`src/rtl/dq_pkg.sv`:
```
package dq_pkg;
  localparam int DQ_WORD_W     = 32;
  localparam int DQ_DESC_WORDS = 6;
  localparam int DQ_FLAG_OWN   = 0;
  localparam int DQ_FLAG_IOC   = 7;

  typedef struct packed {
    logic [7:0]  flags;
    logic [15:0] rx_len;
    logic [63:0] next_ptr;
    logic [63:0] buf_ptr;
    logic [15:0] buf_len;
  } dq_desc_t;

  typedef enum logic [2:0] {
    ST_IDLE,
    ST_HDR,
    ST_DESC,
    ST_CHK,
    ST_BUF,
    ST_WB
  } dq_state_e;
endpackage

```
`src/rtl/dq_desc_regs.sv`:
```
module dq_desc_regs
  import dq_pkg::*;
#(
  parameter int IDX_W = $clog2(DQ_DESC_WORDS)
) (
  input  logic                 clk_i,
  input  logic                 rst_ni,
  input  logic                 cap_i,
  input  logic [IDX_W-1:0]     idx_i,
  input  logic [DQ_WORD_W-1:0] data_i,
  output dq_desc_t             desc_o
);
  logic [7:0]  flags_q;
  logic [15:0] rxl_q, len_q;
  logic [31:0] nhi_q, nlo_q, bhi_q, blo_q;

  always_ff @(posedge clk_i or negedge rst_ni) begin
    if (!rst_ni) begin
      flags_q <= '0;
      rxl_q   <= '0;
      nhi_q   <= '0;
      nlo_q   <= '0;
      bhi_q   <= '0;
      blo_q   <= '0;
      len_q   <= '0;
    end else if (cap_i) begin
      case (idx_i)
        IDX_W'(0): begin
          flags_q <= data_i[7:0];
          rxl_q   <= data_i[31:16];
        end
        IDX_W'(1): nhi_q <= data_i;
        IDX_W'(2): nlo_q <= data_i;
        IDX_W'(3): bhi_q <= data_i;
        IDX_W'(4): blo_q <= data_i;
        IDX_W'(5): len_q <= data_i[15:0];
        default: ;
      endcase
    end
  end

  assign desc_o = '{flags:    flags_q,
                    rx_len:   rxl_q,
                    next_ptr: {nhi_q, nlo_q},
                    buf_ptr:  {bhi_q, blo_q},
                    buf_len:  len_q};
endmodule

```
`src/rtl/dq_len_check.sv`:
```
module dq_len_check #(
  parameter int LEN_W   = 16,
  parameter int MAX_LEN = 3584,
  parameter int BYTES_W = 4
) (
  input  logic [LEN_W-1:0] len_i,
  output logic             ok_o,
  output logic [LEN_W-1:0] words_o
);
  localparam int               SH    = $clog2(BYTES_W);
  localparam logic [LEN_W:0]   LIMIT = (LEN_W+1)'(MAX_LEN);

  logic [LEN_W:0] rnd;

  assign rnd     = {1'b0, len_i} + (LEN_W+1)'(BYTES_W - 1);
  assign words_o = LEN_W'(rnd >> SH);
  assign ok_o    = (len_i != '0) && ({1'b0, len_i} <= LIMIT);
endmodule

```
`src/rtl/dq_queue_engine.sv`:
```
module dq_queue_engine
  import dq_pkg::*;
#(
  parameter int ADDR_W  = 64,
  parameter int MAX_LEN = 3584,
  parameter int LEN_W   = 16
) (
  input  logic              clk_i,
  input  logic              rst_ni,
  input  logic              start_i,
  input  logic [ADDR_W-1:0] start_addr_i,
  input  logic              resume_i,
  output logic              busy_o,
  output logic [ADDR_W-1:0] cur_addr_o,
  output logic              err_o,
  output logic              done_o,
  output logic              empty_o,
  output logic              stream_valid_o,
  output logic [31:0]       stream_data_o,
  output logic              stream_last_o,
  output logic              mem_req_o,
  output logic              mem_we_o,
  output logic [ADDR_W-1:0] mem_addr_o,
  output logic [3:0]        mem_be_o,
  output logic [31:0]       mem_wdata_o,
  input  logic              mem_ack_i,
  input  logic [31:0]       mem_rdata_i
);
  localparam int                 BE_W      = DQ_WORD_W / 8;
  localparam int                 IDX_W     = $clog2(DQ_DESC_WORDS);
  localparam logic [IDX_W-1:0]   LAST_IDX  = IDX_W'(DQ_DESC_WORDS - 1);
  localparam logic [ADDR_W-1:0]  DESC_MASK = ~ADDR_W'(15);
  localparam logic [ADDR_W-1:0]  WORD_MASK = ~ADDR_W'(BE_W - 1);

  dq_state_e         state_q;
  logic [ADDR_W-1:0] cur_q, baddr_q;
  logic [IDX_W-1:0]  idx_q;
  logic [LEN_W-1:0]  rem_q, len_words;
  logic              err_q, done_q, empty_q, sv_q, sl_q, len_ok;
  logic [31:0]       sd_q;
  dq_desc_t          desc;
  logic              cap;
  logic [IDX_W-1:0]  cap_idx;

  assign cap     = mem_ack_i && (state_q == ST_HDR || state_q == ST_DESC);
  assign cap_idx = (state_q == ST_HDR) ? '0 : idx_q;

  dq_desc_regs #(.IDX_W(IDX_W)) u_desc (
    .clk_i  (clk_i),
    .rst_ni (rst_ni),
    .cap_i  (cap),
    .idx_i  (cap_idx),
    .data_i (mem_rdata_i),
    .desc_o (desc)
  );

  dq_len_check #(.LEN_W(LEN_W), .MAX_LEN(MAX_LEN), .BYTES_W(BE_W)) u_len (
    .len_i   (desc.buf_len[LEN_W-1:0]),
    .ok_o    (len_ok),
    .words_o (len_words)
  );

  always_ff @(posedge clk_i or negedge rst_ni) begin
    if (!rst_ni) begin
      state_q <= ST_IDLE;
      cur_q   <= '0;
      baddr_q <= '0;
      idx_q   <= '0;
      rem_q   <= '0;
      err_q   <= 1'b0;
      done_q  <= 1'b0;
      empty_q <= 1'b0;
      sv_q    <= 1'b0;
      sl_q    <= 1'b0;
      sd_q    <= '0;
    end else begin
      done_q  <= 1'b0;
      empty_q <= 1'b0;
      sv_q    <= 1'b0;
      case (state_q)
        ST_IDLE: begin
          if (start_i) begin
            cur_q   <= start_addr_i & DESC_MASK;
            err_q   <= 1'b0;
            state_q <= ST_HDR;
          end else if (resume_i) begin
            err_q   <= 1'b0;
            state_q <= ST_HDR;
          end
        end
        ST_HDR: begin
          if (mem_ack_i) begin
            if (!mem_rdata_i[DQ_FLAG_OWN]) begin
              empty_q <= 1'b1;
              state_q <= ST_IDLE;
            end else begin
              idx_q   <= IDX_W'(1);
              state_q <= ST_DESC;
            end
          end
        end
        ST_DESC: begin
          if (mem_ack_i) begin
            if (idx_q == LAST_IDX) state_q <= ST_CHK;
            else                   idx_q   <= idx_q + IDX_W'(1);
          end
        end
        ST_CHK: begin
          if (!len_ok) begin
            err_q   <= 1'b1;
            state_q <= ST_IDLE;
          end else begin
            baddr_q <= desc.buf_ptr[ADDR_W-1:0] & WORD_MASK;
            rem_q   <= len_words;
            state_q <= ST_BUF;
          end
        end
        ST_BUF: begin
          if (mem_ack_i) begin
            sv_q    <= 1'b1;
            sd_q    <= mem_rdata_i;
            sl_q    <= (rem_q == LEN_W'(1));
            baddr_q <= baddr_q + ADDR_W'(BE_W);
            rem_q   <= rem_q - LEN_W'(1);
            if (rem_q == LEN_W'(1)) state_q <= ST_WB;
          end
        end
        ST_WB: begin
          if (mem_ack_i) begin
            done_q  <= desc.flags[DQ_FLAG_IOC];
            cur_q   <= desc.next_ptr[ADDR_W-1:0] & DESC_MASK;
            state_q <= ST_HDR;
          end
        end
        default: state_q <= ST_IDLE;
      endcase
    end
  end

  always_comb begin
    case (state_q)
      ST_DESC: mem_addr_o = cur_q + ADDR_W'({idx_q, 2'b00});
      ST_BUF:  mem_addr_o = baddr_q;
      default: mem_addr_o = cur_q;
    endcase
  end

  assign mem_req_o   = (state_q == ST_HDR) || (state_q == ST_DESC) ||
                       (state_q == ST_BUF) || (state_q == ST_WB);
  assign mem_we_o    = (state_q == ST_WB);
  assign mem_be_o    = mem_we_o ? 4'b0001 : 4'b1111;
  // only byte 0 is enabled; upper bytes are don't-care
  assign mem_wdata_o = {desc.rx_len, 8'h00,
                        desc.flags & ~(8'h01 << DQ_FLAG_OWN)};

  assign busy_o         = (state_q != ST_IDLE);
  assign cur_addr_o     = cur_q;
  assign err_o          = err_q;
  assign done_o         = done_q;
  assign empty_o        = empty_q;
  assign stream_valid_o = sv_q;
  assign stream_data_o  = sd_q;
  assign stream_last_o  = sl_q;
endmodule

```
`config.mk`:
```
export PLATFORM = sky130hd
export DESIGN_NAME = dq_queue_engine
export DESIGN_NICKNAME = d
export VERILOG_FILES = /design/src/rtl/dq_pkg.sv /design/src/rtl/dq_desc_regs.sv /design/src/rtl/dq_len_check.sv /design/src/rtl/dq_queue_engine.sv
export SDC_FILE = /design/constraint.sdc
export NUM_CORES = 1
export LEC_CHECK = 0
export BUFFER_PORTS_ARGS = -buffer_cell sky130_fd_sc_hd__buf_2
export CAP_MARGIN = 20
export CORE_UTILIZATION = 53
export CTS_BUF_LIST = sky130_fd_sc_hd__clkbuf_16
export CTS_CLUSTER_SIZE = 28
export DETAILED_ROUTE_END_ITERATION = 12
export PLACE_DENSITY = 0.8
export SLEW_MARGIN = 20
export SYNTH_ARGS = -nofsm -noshare
export SYNTH_HDL_FRONTEND = slang
export SYNTH_HIERARCHICAL = 1
export SYNTH_SLANG_ARGS = --single-unit
export TNS_END_PERCENT = 20
```
`constraint.sdc`:
```
create_clock -name clk_i -period 6.65 [get_ports clk_i]
set_clock_uncertainty 0.2 [all_clocks]
set_input_delay 1.995 -clock clk_i [delete_from_list [all_inputs] [get_ports clk_i]]
set_output_delay 1.995 -clock clk_i [all_outputs]
set_load 0.02 [all_outputs]
```
==> impl_metrics.json, run 1 <==
{
  "startpoint_type": "flip-flop",
  "htreeDepth": 2,
  "status": "completed",
  "cts_setup_buffers": 0,
  "startpoint": "idx_q[2]",
  "cts-root-buf": "clkbuf_16",
  "combinationalPowerShare": 0.380,
  "vias_per_cell": 6.430,
  "cts-resized-gates": 0,
  "antennaDiodeCount": 0,
  "syn_area_um2": 18570,
  "synth_area_per_cell_um2": 10.17,
  "hold_start": "u_desc/blo_q[11]",
  "cts_tree": "done",
  "utilization": 0.6208,
  "hpwl_um": 39030,
  "insertion_delay_ns": 0.54,
  "vias": 16290,
  "dieWidth_um": 189.2,
  "hold_viol_final": 0,
  "io_pins": 305,
  "maxCapViolations": 0,
  "crit_arrival_ns": 3.83,
  "layout_commonest_cell": "dfrtp_1",
  "rows": 68,
  "fmax_mhz": 166.0,
  "synth_cells": 1826,
  "vdd_drop_max_uv": 259.6,
  "cts.path.max_buffers": 3,
  "grt_pass1_vias": 15740,
  "drc_errors": 0,
  "worst-setup-path-type": "flip-flop to output port",
  "grt_pass1_wl_um": 89500,
  "cellLeakagePower_uw": 0.009751,
  "port_buffers": 284,
  "start_util": 0.5376,
  "layout_common_cells": "342 x dfrtp_1, 283 x buf_2, 209 x nand2_1",
  "worstPathRequired_ns": 4.45,
  "hold_path_class": "flip-flop to flip-flop",
  "power_density_nw_per_um2": 427.4,
  "core_um2": 34540,
  "gp_congestion": 0.9429,
  "final_layout_size_suffix_gt1_frac": 0.2872,
  "grt.overflow.total": 0,
  "drt_wl_total_um": 57880,
  "grt_max_degree": 126,
  "grt_usage": 0.3201,
  "clk_pin_slew_worst_paths_ns": 0.06,
  "maxSlewViolCount": 0,
  "final_nets": 2158,
  "p_sw_uw": 3785,
  "antenna_left": 0,
  "ys_warn_count": 6,
  "antenna_found_initial": 0,
  "first_pass_iters": 6,
  "crit_fanout": 5,
  "first_iter_violations": 1454,
  "period_share": 0.9057,
  "p_sw_frac": 0.4129,
  "clock_sinks": 342,
  "post-route-min-period_ns": 6.023,
  "ctsHoldBuffers": 0,
  "finalSetupTns_ns": 0,
  "r2r-start": "state_q[1]",
  "die_h_um": 189.2,
  "intPower_uw": 5381,
  "slew_headroom": 0.3730,
  "setup_viol": 0,
  "rsz0062_at_grt": "false",
  "syn2layout_area_growth_pct": 15.47,
  "drt-wirelength-per-cell_um": 22.84,
  "worst_slew_pin_slew_ns": 0.9333,
  "cp-end-kind": "output port",
  "die_area_um2": 35790,
  "clockPowerShare": 0.228,
  "cts_buffers": 38,
  "p_seq_frac": 0.393
}
per-stage QoR:
stage	setup WS, ns	total power (uW)	instances	hold slack [ns]	instance area [um2]
2_1_floorplan	1.898	5758	1840	0.2433	18620
3_5_place_dp	1.297	7043	2464	0.2716	20220
5_1_grt	0.5531	9620	2534	0.3038	21440
4_1_cts	0.7442	9145	2533	0.2856	21440
3_3_place_gp	1.319	6885	2464	0.2553	20220
6_report	0.6270	9165	2534	0.2863	21440
power by group through the flow:
stage	Clock, uW	Sequential [uW]	Combinational (uW)
2_1_floorplan	0	3740	2020
3_3_place_gp	0	3540	3350
3_5_place_dp	0	3600	3450
4_1_cts	2100	3570	3470
5_1_grt	2190	3700	3730
6_report	2090	3600	3480
flip-flops by register name (all words and copies together) (netlist names), 3 cells and up:
name            count
baddr_q            62
cur_addr_o         60
stream_data_o      32
u_desc/bhi_q       32
u_desc/nhi_q       32
u_desc/blo_q       30
u_desc/nlo_q       28
rem_q              16
u_desc/len_q       16
u_desc/rxl_q       16
u_desc/flags_q      7
idx_q               3
state_q             3
path summary, 6_finish.rpt:
kind	to	slack, ns	cells after the start
setup reg to reg	u_desc/nhi_q[30]	2.79	6
hold reg to reg	u_desc/blo_q[11]	0.29	1
max in group asynchronous	stream_data_o[20]	3.80	2
hold / removal	u_desc/blo_q[11]	0.29	1
min in group asynchronous	rem_q[3]	1.29	1
setup / recovery	mem_addr_o[42]	0.63	8
metal layers:
metal / GRT usage / wire [um] / up-vias
li1: - / - / 7209
met1: 0.4143 / 22910 / 8039
met2: 0.5141 / 27180 / 857
met3: 0.06969 / 5200 / 189
met4: 0.1473 / 2589 / 0
met5: 0 / 0 / -
layout make-up:
type	count	area, um2
fill	2810	13100
multi-input combinational	1330	9308
sequential	342	8558
timing repair buffer	313	1699
clock buffer	39	975.9
tap	455	569.3
clock inverter	30	239.0
inverter	25	95.09
critical path: stages (launching register included):
cell      delay (ns)
dfrtp_1         0.46
ha_1            0.26
ha_1            0.22
and3_1          0.27
nand4_1         0.36
nor4_2          0.51
nand2_1         0.19
o311ai_0        0.73
buf_2           0.30
Power figures use the tool's default switching activity.
==> run 2: changes to the inputs <==
CORE_UTILIZATION = 52   (was 53)
PLACE_DENSITY = 0.81   (was 0.8)
clock period = 5.4 ns   (was 6.65 ns; I/O delays follow)
==> impl_metrics.json, run 2 (synthesis results as in run 1) <==
{
  "cts-root-buf": "clkbuf_16",
  "cts_buffers": 39,
  "clock_sinks": 342,
  "drc_errors": 0,
  "crit_arrival_ns": 3.58,
  "grt_pass1_wl_um": 91580,
  "syn2layout_area_growth_pct": 16.17,
  "insertion_delay_ns": 0.55,
  "vdd_drop_max_uv": 426.4,
  "cellLeakagePower_uw": 0.009823,
  "htreeDepth": 2,
  "worst_slew_pin_slew_ns": 1.040,
  "cts_setup_buffers": 0,
  "hold_path_class": "flip-flop to flip-flop",
  "grt_usage": 0.3237,
  "rsz0062_at_grt": "true",
  "port_buffers": 284,
  "worstPathRequired_ns": 3.58,
  "dp_cells": 2481,
  "layout_commonest_cell": "dfrtp_1",
  "final_nets": 2175,
  "drt-wirelength-per-cell_um": 23.04,
  "cts.path.max_buffers": 3,
  "grt.overflow.total": 0,
  "hpwl_um": 40950,
  "crit_fanout": 5,
  "clk_pin_slew_worst_paths_ns": 0.06,
  "gp_congestion": 0.9492,
  "largest_reg_flops": 62,
  "first_pass_iters": 6,
  "worst-setup-path-type": "flip-flop to output port",
  "slew_headroom": 0.3044,
  "routed.top_layer": "met5",
  "die_area_um2": 36470,
  "total_power_uw": 11370,
  "fmax_mhz": 185.2,
  "post-route-min-period_ns": 5.400,
  "drt_wl_total_um": 58720,
  "setup_viol": 0,
  "core_um2": 34880,
  "rows": 68,
  "dp_slack_ns": 0.4513,
  "antennaDiodeCount": 0,
  "nFillCells": 2769,
  "grt_pass1_vias": 16180,
  "grt_max_degree": 151,
  "cts_tree": "done",
  "wl_met3_um": 5135,
  "period_share": 0.9999,
  "die_h_um": 191.0,
  "vias": 16510,
  "io_pins": 305,
  "ctsHoldBuffers": 0,
  "layout_common_cells": "342 x dfrtp_1, 283 x buf_2, 209 x nand2_1",
  "vias_per_cell": 6.477,
  "start_util": 0.5324,
  "postLayoutCellArea_um2": 21570,
  "holdWs_ns": 0.2829,
  "startpoint_type": "flip-flop",
  "dieWidth_um": 191.0,
  "dpl_cell_area_um2": 20360,
  "fin_cells": 2549,
  "maxCapViolations": 0,
  "maxSlewViolCount": 0,
  "antenna_found_initial": 1,
  "setup_ws_ns": 0.0004183,
  "antenna_left": 0,
  "met2_length_um": 27910,
  "status": "completed",
  "top_register": "baddr_q",
  "hold_viol_final": 0,
  "first_iter_violations": 1489,
  "cp-end-kind": "output port",
  "final_layout_size_suffix_gt1_frac": 0.2932,
  "m1WireLength_um": 22820,
  "power_density_nw_per_um2": 526.9
}
-- run 2: report_power, final --
group          leakage (uW)  internal (uW)  switching [uW]  total, uW
Combinational       0.00478           1710            2690       4400
Sequential          0.00442           3460             940       4400
Clock              0.000619           1490            1080       2570
Total               0.00982           6650            4720      11400
-- run 2: final cells by class --
| cell class | instances | area (um2) | area share |
|---|---|---|---|
| clock buffer | 40 | 1001 | 0.04640 |
| clock inverter | 28 | 217.7 | 0.01009 |
| inverter | 25 | 95.09 | 0.004408 |
| multi-input combinational | 1330 | 9301 | 0.4311 |
| sequential | 342 | 8558 | 0.3967 |
| tap | 455 | 569.3 | 0.02639 |
| timing repair buffer | 329 | 1832 | 0.08490 |
-- run 2: what timing repair did --
item | CTS | global route
endpoints found under the setup margin | 1 | 3
resized for setup | 1 | 1
pin swaps | 0 | 0
-- run 2: routing by layer --
| metal | vias up | track usage |
|---|---|---|
| met4 | 2 | 0.1652 |
| met3 | 187 | 0.06095 |
| li1 | 7244 | - |
| met2 | 919 | 0.5202 |
| met1 | 8159 | 0.4166 |
| met5 | - | 0 |
-- run 2: critical path: stages, from the launching register on --
cell	delay [ns]
dfrtp_1	0.48
ha_1	0.25
ha_1	0.24
and3_1	0.24
nand4_1	0.32
nor4_2	0.44
nand2_1	0.18
o311ai_1	0.61
buf_2	0.29
-- run 2: through the flow --
step / utilization / setup TNS (ns)
5_1_grt: 0.6185 / -0.1182
6_report: 0.6185 / 0
3_5_place_dp: 0.5835 / 0
4_1_cts: 0.6185 / 0
2_1_floorplan: - / 0
3_3_place_gp: 0.5835 / 0
-- run 2: final timing paths --
path,cells past startpoint,to,slack [ns],startpoint
worst max register to register,6,u_desc/nhi_q[17],1.50,state_q[0]
worst min-delay path,1,u_desc/flags_q[1],0.28,u_desc/flags_q[1]
worst max-delay path,8,mem_addr_o[42],0.0004,idx_q[2]
min in group asynchronous,1,stream_data_o[10],0.86,rst_ni
max in group asynchronous,2,stream_data_o[25],2.98,rst_ni
worst min register to register,1,u_desc/flags_q[1],0.28,u_desc/flags_q[1]
